### src/rtl/cmd_dec_pkg.sv
// Package: token codes, response codes, parameter indices and the
// per-variant support functions used to build the prescreen table.
package cmd_dec_pkg;

    localparam int TOK_W   = 8;
    localparam int NUM_TOK = 1 << TOK_W;
    localparam int NPARAM  = 4;

    localparam logic [1:0] RSP_IDLE = 2'b00;
    localparam logic [1:0] RSP_DONE = 2'b01;
    localparam logic [1:0] RSP_NIMP = 2'b10;

    localparam logic [TOK_W-1:0] TK_SET_TEMP = 8'h10;
    localparam logic [TOK_W-1:0] TK_GET_TEMP = 8'h11;
    localparam logic [TOK_W-1:0] TK_SET_GAIN = 8'h20;
    localparam logic [TOK_W-1:0] TK_GET_GAIN = 8'h21;
    localparam logic [TOK_W-1:0] TK_FIRE     = 8'h30;
    localparam logic [TOK_W-1:0] TK_ARM      = 8'h32;
    localparam logic [TOK_W-1:0] TK_SET_FOO  = 8'h40;
    localparam logic [TOK_W-1:0] TK_GET_FOO  = 8'h41;
    localparam logic [TOK_W-1:0] TK_SET_BAR  = 8'h50;
    localparam logic [TOK_W-1:0] TK_GET_BAR  = 8'h51;
    localparam logic [TOK_W-1:0] TK_NIMP     = 8'hFF;

    localparam int PI_TEMP = 0;
    localparam int PI_GAIN = 1;
    localparam int PI_FOO  = 2;
    localparam int PI_BAR  = 3;

    // True when the token has a handler in the given variant.
    function automatic logic tok_supported(int variant, logic [TOK_W-1:0] tok);
        logic ok;
        case (tok)
            TK_SET_TEMP, TK_GET_TEMP,
            TK_SET_GAIN, TK_GET_GAIN,
            TK_FIRE:                  ok = 1'b1;
            TK_ARM:                   ok = (variant == 0) || (variant == 2);
            TK_SET_FOO, TK_GET_FOO:   ok = (variant == 1);
            TK_SET_BAR, TK_GET_BAR:   ok = (variant == 2);
            default:                  ok = 1'b0;
        endcase
        return ok;
    endfunction

    // True when the parameter register exists in the given variant.
    function automatic logic param_present(int variant, int idx);
        logic ok;
        case (idx)
            PI_FOO:  ok = (variant == 1);
            PI_BAR:  ok = (variant == 2);
            default: ok = 1'b1;
        endcase
        return ok;
    endfunction

endpackage

### src/rtl/cmd_prescreen.sv
// Module: cmd_prescreen
// Remaps each token through a constant 256-entry table built at elaboration
// for the selected variant: supported tokens pass, all others become TK_NIMP.
// Assumes: purely combinational, token is valid whenever it is used.
module cmd_prescreen
    import cmd_dec_pkg::*;
#(
    parameter int VARIANT = 0
) (
    input  logic [TOK_W-1:0] tok_in,
    output logic [TOK_W-1:0] tok_out
);

    logic [TOK_W-1:0] screen_lut [NUM_TOK];

    // One constant table entry per possible token value.
    for (genvar g = 0; g < NUM_TOK; g++) begin : g_lut
        localparam logic [TOK_W-1:0] TV = TOK_W'(g);
        assign screen_lut[g] = tok_supported(VARIANT, TV) ? TV : TK_NIMP;
    end

    assign tok_out = screen_lut[tok_in];

endmodule

### src/rtl/cmd_decode.sv
// Module: cmd_decode
// Decodes a screened token into register write enables, a one-hot read
// select, strobe requests and a handled flag.
// Assumes: tok has already been prescreened, so variant checks are not
// repeated here; TK_NIMP and every unknown code fall to the default arm.
module cmd_decode
    import cmd_dec_pkg::*;
(
    input  logic              cmd_valid,
    input  logic [TOK_W-1:0]  tok,
    output logic [NPARAM-1:0] wr_en,
    output logic [NPARAM-1:0] rd_sel,
    output logic              fire_req,
    output logic              arm_req,
    output logic              handled
);

    // Main command case on the screened token.
    always_comb begin
        wr_en    = '0;
        rd_sel   = '0;
        fire_req = 1'b0;
        arm_req  = 1'b0;
        handled  = 1'b0;
        if (cmd_valid) begin
            case (tok)
                TK_SET_TEMP: begin wr_en[PI_TEMP]  = 1'b1; handled = 1'b1; end
                TK_GET_TEMP: begin rd_sel[PI_TEMP] = 1'b1; handled = 1'b1; end
                TK_SET_GAIN: begin wr_en[PI_GAIN]  = 1'b1; handled = 1'b1; end
                TK_GET_GAIN: begin rd_sel[PI_GAIN] = 1'b1; handled = 1'b1; end
                TK_SET_FOO:  begin wr_en[PI_FOO]   = 1'b1; handled = 1'b1; end
                TK_GET_FOO:  begin rd_sel[PI_FOO]  = 1'b1; handled = 1'b1; end
                TK_SET_BAR:  begin wr_en[PI_BAR]   = 1'b1; handled = 1'b1; end
                TK_GET_BAR:  begin rd_sel[PI_BAR]  = 1'b1; handled = 1'b1; end
                TK_FIRE:     begin fire_req        = 1'b1; handled = 1'b1; end
                TK_ARM:      begin arm_req         = 1'b1; handled = 1'b1; end
                default:     handled = 1'b0;
            endcase
        end
    end

endmodule

### src/rtl/cmd_param_bank.sv
// Module: cmd_param_bank
// Holds the parameter registers. Registers absent from the variant are
// tied to zero, so no storage is built for them.
// Assumes: wr_en is at most one-hot; synchronous active-low reset.
module cmd_param_bank
    import cmd_dec_pkg::*;
#(
    parameter int VARIANT = 0,
    parameter int ARG_W   = 16
) (
    input  logic                         clk,
    input  logic                         rst_n,
    input  logic [NPARAM-1:0]            wr_en,
    input  logic [ARG_W-1:0]             wr_data,
    output logic [NPARAM-1:0][ARG_W-1:0] params
);

    for (genvar p = 0; p < NPARAM; p++) begin : g_param
        if (param_present(VARIANT, p)) begin : g_reg
            logic [ARG_W-1:0] q;
            // Parameter storage: cleared by reset, loaded on its write enable.
            always_ff @(posedge clk) begin
                if (!rst_n)
                    q <= '0;
                else if (wr_en[p])
                    q <= wr_data;
            end
            assign params[p] = q;
        end else begin : g_tie
            logic unused_en;
            assign unused_en = wr_en[p];
            assign params[p] = '0;
        end
    end

endmodule

### src/rtl/cmd_resp_gen.sv
// Module: cmd_resp_gen
// Registers the response code, read-back data and action strobes, so that
// all of them appear one clock after the command.
// Assumes: rd_data is zero when no read is selected.
module cmd_resp_gen
    import cmd_dec_pkg::*;
#(
    parameter int ARG_W = 16
) (
    input  logic             clk,
    input  logic             rst_n,
    input  logic             cmd_valid,
    input  logic             handled,
    input  logic [ARG_W-1:0] rd_data,
    input  logic             fire_req,
    input  logic             arm_req,
    output logic             resp_valid,
    output logic [1:0]       resp_code,
    output logic [ARG_W-1:0] resp_data,
    output logic             trig_pulse,
    output logic             arm_pulse
);

    // Response and strobe register stage.
    always_ff @(posedge clk) begin
        if (!rst_n) begin
            resp_valid <= 1'b0;
            resp_code  <= RSP_IDLE;
            resp_data  <= '0;
            trig_pulse <= 1'b0;
            arm_pulse  <= 1'b0;
        end else begin
            resp_valid <= cmd_valid;
            resp_code  <= !cmd_valid ? RSP_IDLE : (handled ? RSP_DONE : RSP_NIMP);
            resp_data  <= rd_data;
            trig_pulse <= fire_req;
            arm_pulse  <= arm_req;
        end
    end

endmodule

### src/rtl/cmd_decoder_top.sv
// Module: cmd_decoder_top
// Command decoder whose command set is chosen by VARIANT. Data path:
// prescreen table -> decode -> parameter bank / response registers.
// Assumes: one command per cycle with cmd_valid; no backpressure.
module cmd_decoder_top
    import cmd_dec_pkg::*;
#(
    parameter int VARIANT = 0,
    parameter int ARG_W   = 16
) (
    input  logic             clk,
    input  logic             rst_n,
    input  logic             cmd_valid,
    input  logic [7:0]       cmd_token,
    input  logic [ARG_W-1:0] cmd_arg,
    output logic             resp_valid,
    output logic [1:0]       resp_code,
    output logic [ARG_W-1:0] resp_data,
    output logic             trig_pulse,
    output logic             arm_pulse,
    output logic [ARG_W-1:0] temp_setpt,
    output logic [ARG_W-1:0] gain_val,
    output logic [ARG_W-1:0] foo_val,
    output logic [ARG_W-1:0] bar_val
);

    logic [TOK_W-1:0]             tok_scr;
    logic [NPARAM-1:0]            wr_en;
    logic [NPARAM-1:0]            rd_sel;
    logic                         fire_req;
    logic                         arm_req;
    logic                         handled;
    logic [NPARAM-1:0][ARG_W-1:0] params;
    logic [ARG_W-1:0]             rd_data;

    cmd_prescreen #(.VARIANT(VARIANT)) screen_i (
        .tok_in  (cmd_token),
        .tok_out (tok_scr)
    );

    cmd_decode decode_i (
        .cmd_valid (cmd_valid),
        .tok       (tok_scr),
        .wr_en     (wr_en),
        .rd_sel    (rd_sel),
        .fire_req  (fire_req),
        .arm_req   (arm_req),
        .handled   (handled)
    );

    cmd_param_bank #(.VARIANT(VARIANT), .ARG_W(ARG_W)) bank_i (
        .clk     (clk),
        .rst_n   (rst_n),
        .wr_en   (wr_en),
        .wr_data (cmd_arg),
        .params  (params)
    );

    // Read-back mux: OR of the registers selected by the one-hot read select.
    always_comb begin
        rd_data = '0;
        for (int p = 0; p < NPARAM; p++) begin
            if (rd_sel[p])
                rd_data = rd_data | params[p];
        end
    end

    cmd_resp_gen #(.ARG_W(ARG_W)) resp_i (
        .clk        (clk),
        .rst_n      (rst_n),
        .cmd_valid  (cmd_valid),
        .handled    (handled),
        .rd_data    (rd_data),
        .fire_req   (fire_req),
        .arm_req    (arm_req),
        .resp_valid (resp_valid),
        .resp_code  (resp_code),
        .resp_data  (resp_data),
        .trig_pulse (trig_pulse),
        .arm_pulse  (arm_pulse)
    );

    assign temp_setpt = params[PI_TEMP];
    assign gain_val   = params[PI_GAIN];
    assign foo_val    = params[PI_FOO];
    assign bar_val    = params[PI_BAR];

endmodule

### config.mk
export PLATFORM = sky130hd
export DESIGN_NAME = cmd_decoder_top
export DESIGN_NICKNAME = d
export VERILOG_FILES = /design/src/rtl/cmd_dec_pkg.sv /design/src/rtl/cmd_prescreen.sv /design/src/rtl/cmd_decode.sv /design/src/rtl/cmd_param_bank.sv /design/src/rtl/cmd_resp_gen.sv /design/src/rtl/cmd_decoder_top.sv
export SDC_FILE = /design/constraint.sdc
export NUM_CORES = 1
export LEC_CHECK = 0
export BUFFER_PORTS_ARGS = -buffer_cell sky130_fd_sc_hd__buf_2
export CORE_MARGIN = 4
export CORE_UTILIZATION = 45
export CTS_BUF_LIST = sky130_fd_sc_hd__clkbuf_8
export CTS_CLUSTER_SIZE = 16
export DETAILED_ROUTE_END_ITERATION = 10
export PLACE_DENSITY = 0.88
export SETUP_SLACK_MARGIN = 0.3
export SLEW_MARGIN = 20
export SYNTH_ARGS = -nofsm -noshare
export SYNTH_HDL_FRONTEND = slang
export SYNTH_SLANG_ARGS = --single-unit
### constraint.sdc
create_clock -name clk -period 1.6 [get_ports clk]
set_clock_uncertainty 0.05 [all_clocks]
set_input_delay 0.24 -clock clk [delete_from_list [all_inputs] [get_ports clk]]
set_output_delay 0.24 -clock clk [all_outputs]
set_load 0.01 [all_outputs]
==> results by group <==
Synthesis
  – Cell count after synthesis: 227
  – Post-synthesis sequential area ratio: 47.99%
  – FFs w/ async S/R, synth: 0%
  – Synth Flop Type: dfxtp_1
  – Netlist cell types: 23
  – Post-synth EDFFs: 0
  – Seq cells post-synth: 53
  – Mapped Area: 2211 µm²
  – Yosys Warn Count: 0
  – Mapped Avg Cell Area: 9.740 µm²

Route
  – First-pass DRT Iterations: 4
  – WL per Instance: 13.09 µm
  – DRC Markers: 0
  – Post-route ant nets: 0
  – Vias per cell: 4.697
  – DRT iter0 DRCs: 112
  – Total wire length: 4960 µm
  – Via Count: 1780

STA
  – Final Max Tran Viols: 0
  – # setup viols final: 0
  – Fmax: 0.8924 GHz
  – Final setup TNS: 0 ps
  – RSZ-0062 raised after global routing: no
  – Final period util: 70.03%
  – Endpoints failing hold: 0
  – Final min period: 1121 ps

Worst setup path
  – Buf+Inv Stages, Crit Path: 1
  – Worst Path Arrival: 830 ps
  – Setup crit end kind: output pin
  – Crit Path Max Fanout: 3
  – Crit-path leading delay family: flip-flops
  – Crit Path Class: reg -> out
  – Crit-path max cell delay: 380 ps
  – Critical Path RT: 1310 ps
  – Crit start category: flop
  – CP max-delay cell: dfxtp_1
  – CP Cell Sequence: buf_2

Run
  – Max_cap viols: 0

Power
  – Leakage: 1.477 nW
  – Peak VDD IR: 326.1 µV
  – Pwr Total: 2.369 mW
  – PD cells: 875.9 nW/µm²

Clocking
  – CTS H-tree depth: 2
  – CTS tree: yes
  – Setup bufs post-CTS: 0
  – Worst-skew pair later-pin latency: 300 ps
  – CTS sink count: 53
  – Clock root cell: clkbuf_8
  – Cts repair resizes: 0
  – Post-CTS Hold Fix Bufs: 0
  – CTS Buffer Depth: 2
  – Clk pin slew, worst setup/hold paths: 90 ps
  – TritonCTS buffer count: 5

Die
  – Number of placed I/O pins: 112
  – Die ar.: 6099 µm²
  – Die Width: 78.10 µm
  – Die extent in y: 78.10 µm
  – Core Rows: 25
  – Core Area: 4755 µm²
  – Starting density of the core: 46.50%

Cells and area
  – Commonest non-fill, non-tap cells in the layout: buf_2 (79), dfxtp_1 (53), nand2_1 (48)
  – P&R area growth vs syn: 22.35%
  – Share of cells above drive strength 1: 32.05%
  – N_diodes: 0
  – Final std cells w/o fill: 379
  – Commonest non-fill, non-tap cell in the layout: buf_2
  – Fin util: 56.89%
  – Layout Nets: 338

Place
  – Gpl congestion: 0.8129
  – Placed cell count: 371
  – DPL Wire Length: 3774 µm
  – Count of input and output buffers: 79

GRT
  – GRT overflow: 0
  – First-pass GRT wire length: 7886 µm
  – Pin count of the biggest net entering global routing: 28
  – Vias in the first global route: 1800
  – Initial antenna violation count: 0
  – Total global-route track usage: 16.21%

Hold path
  – Hold WC Path Type: in -> reg

Outcome
  – Outcome: finished, final reports clean
## final cells by class
class | instances | area (µm²)
timing repair buffer | 89 | 483.0
clock inverter | 3 | 42.54
multi-input combinational | 162 | 965.9
sequential | 53 | 1061
clock buffer | 5 | 68.82
tap | 67 | 83.83
fill | 437 | 2049
## sequential cells by signal, summed over array words and instances (netlist names)
| signal | count |
|---|---|
| resp_i.arm_pulse | 1 |
| resp_i.resp_valid | 1 |
| resp_i.trig_pulse | 1 |
| resp_i.resp_data | 16 |
| bank_i.g_param.g_reg.q | 32 |
| resp_i.resp_code | 2 |
## final timing paths
path / startpoint / end / slack [ps] / cells past startpoint
hold / removal: cmd_token[3] / resp_i.trig_pulse / 110 / 2
setup reg to reg: bank_i.g_param[1].g_reg.q[10] / resp_i.resp_data[10] / 860 / 2
hold reg to reg: bank_i.g_param[0].g_reg.q[10] / bank_i.g_param[0].g_reg.q[10] / 430 / 2
setup / recovery: bank_i.g_param[0].g_reg.q[14] / temp_setpt[14] / 480 / 1
## report_power, final
group / switching (mW) / internal (mW) / total [mW]
Sequential: 0.00127 / 1.32 / 1.32
Combinational: 0.111 / 0.0518 / 0.163
Clock: 0.420 / 0.464 / 0.884
## kinds of logic after synthesis
| kind of cell | synth area share, % |
|---|---|
| buffers and inverters | 13.58 |
| DFF | 47.99 |
| and+or+nand+nor | 16.87 |
| other | 0.1696 |
| muxes | 14.94 |
| AOI/OAI and AO/OA | 6.452 |
## metal layers
| metal | GRT usage, % | share of wire, % |
|---|---|---|
| met5 | 0 | 0 |
| met4 | 6.469 | 0.69 |
| met3 | 5.390 | 9.1 |
| met2 | 29.79 | 52 |
| met1 | 16.87 | 38 |
## stage by stage
step / hold slack, ps / instance area (µm²) / setup slack [ps]
global placement: 409.7 / 2594 / 243.6
finish: 113.9 / 2705 / 479.5
global route: 118.8 / 2705 / 424.4
detailed placement: 419.9 / 2594 / 168.7
CTS: 107.8 / 2705 / 463.6
floorplan: 266.7 / 2335 / 237.8
## synth_stat cells (2+ instances only)
library cell / count / area share, %
mux2i_1: 33 / 15
a22oi_1: 16 / 5.4
nand2_1: 48 / 8.1
clkbuf_1: 8 / 1.4
buf_4: 33 / 11
nand3_1: 2 / 0.45
nor2_1: 18 / 3.1
buf_6: 2 / 1.0
dfxtp_1: 53 / 48
No activity file was read; power rests on OpenSTA's default activity.
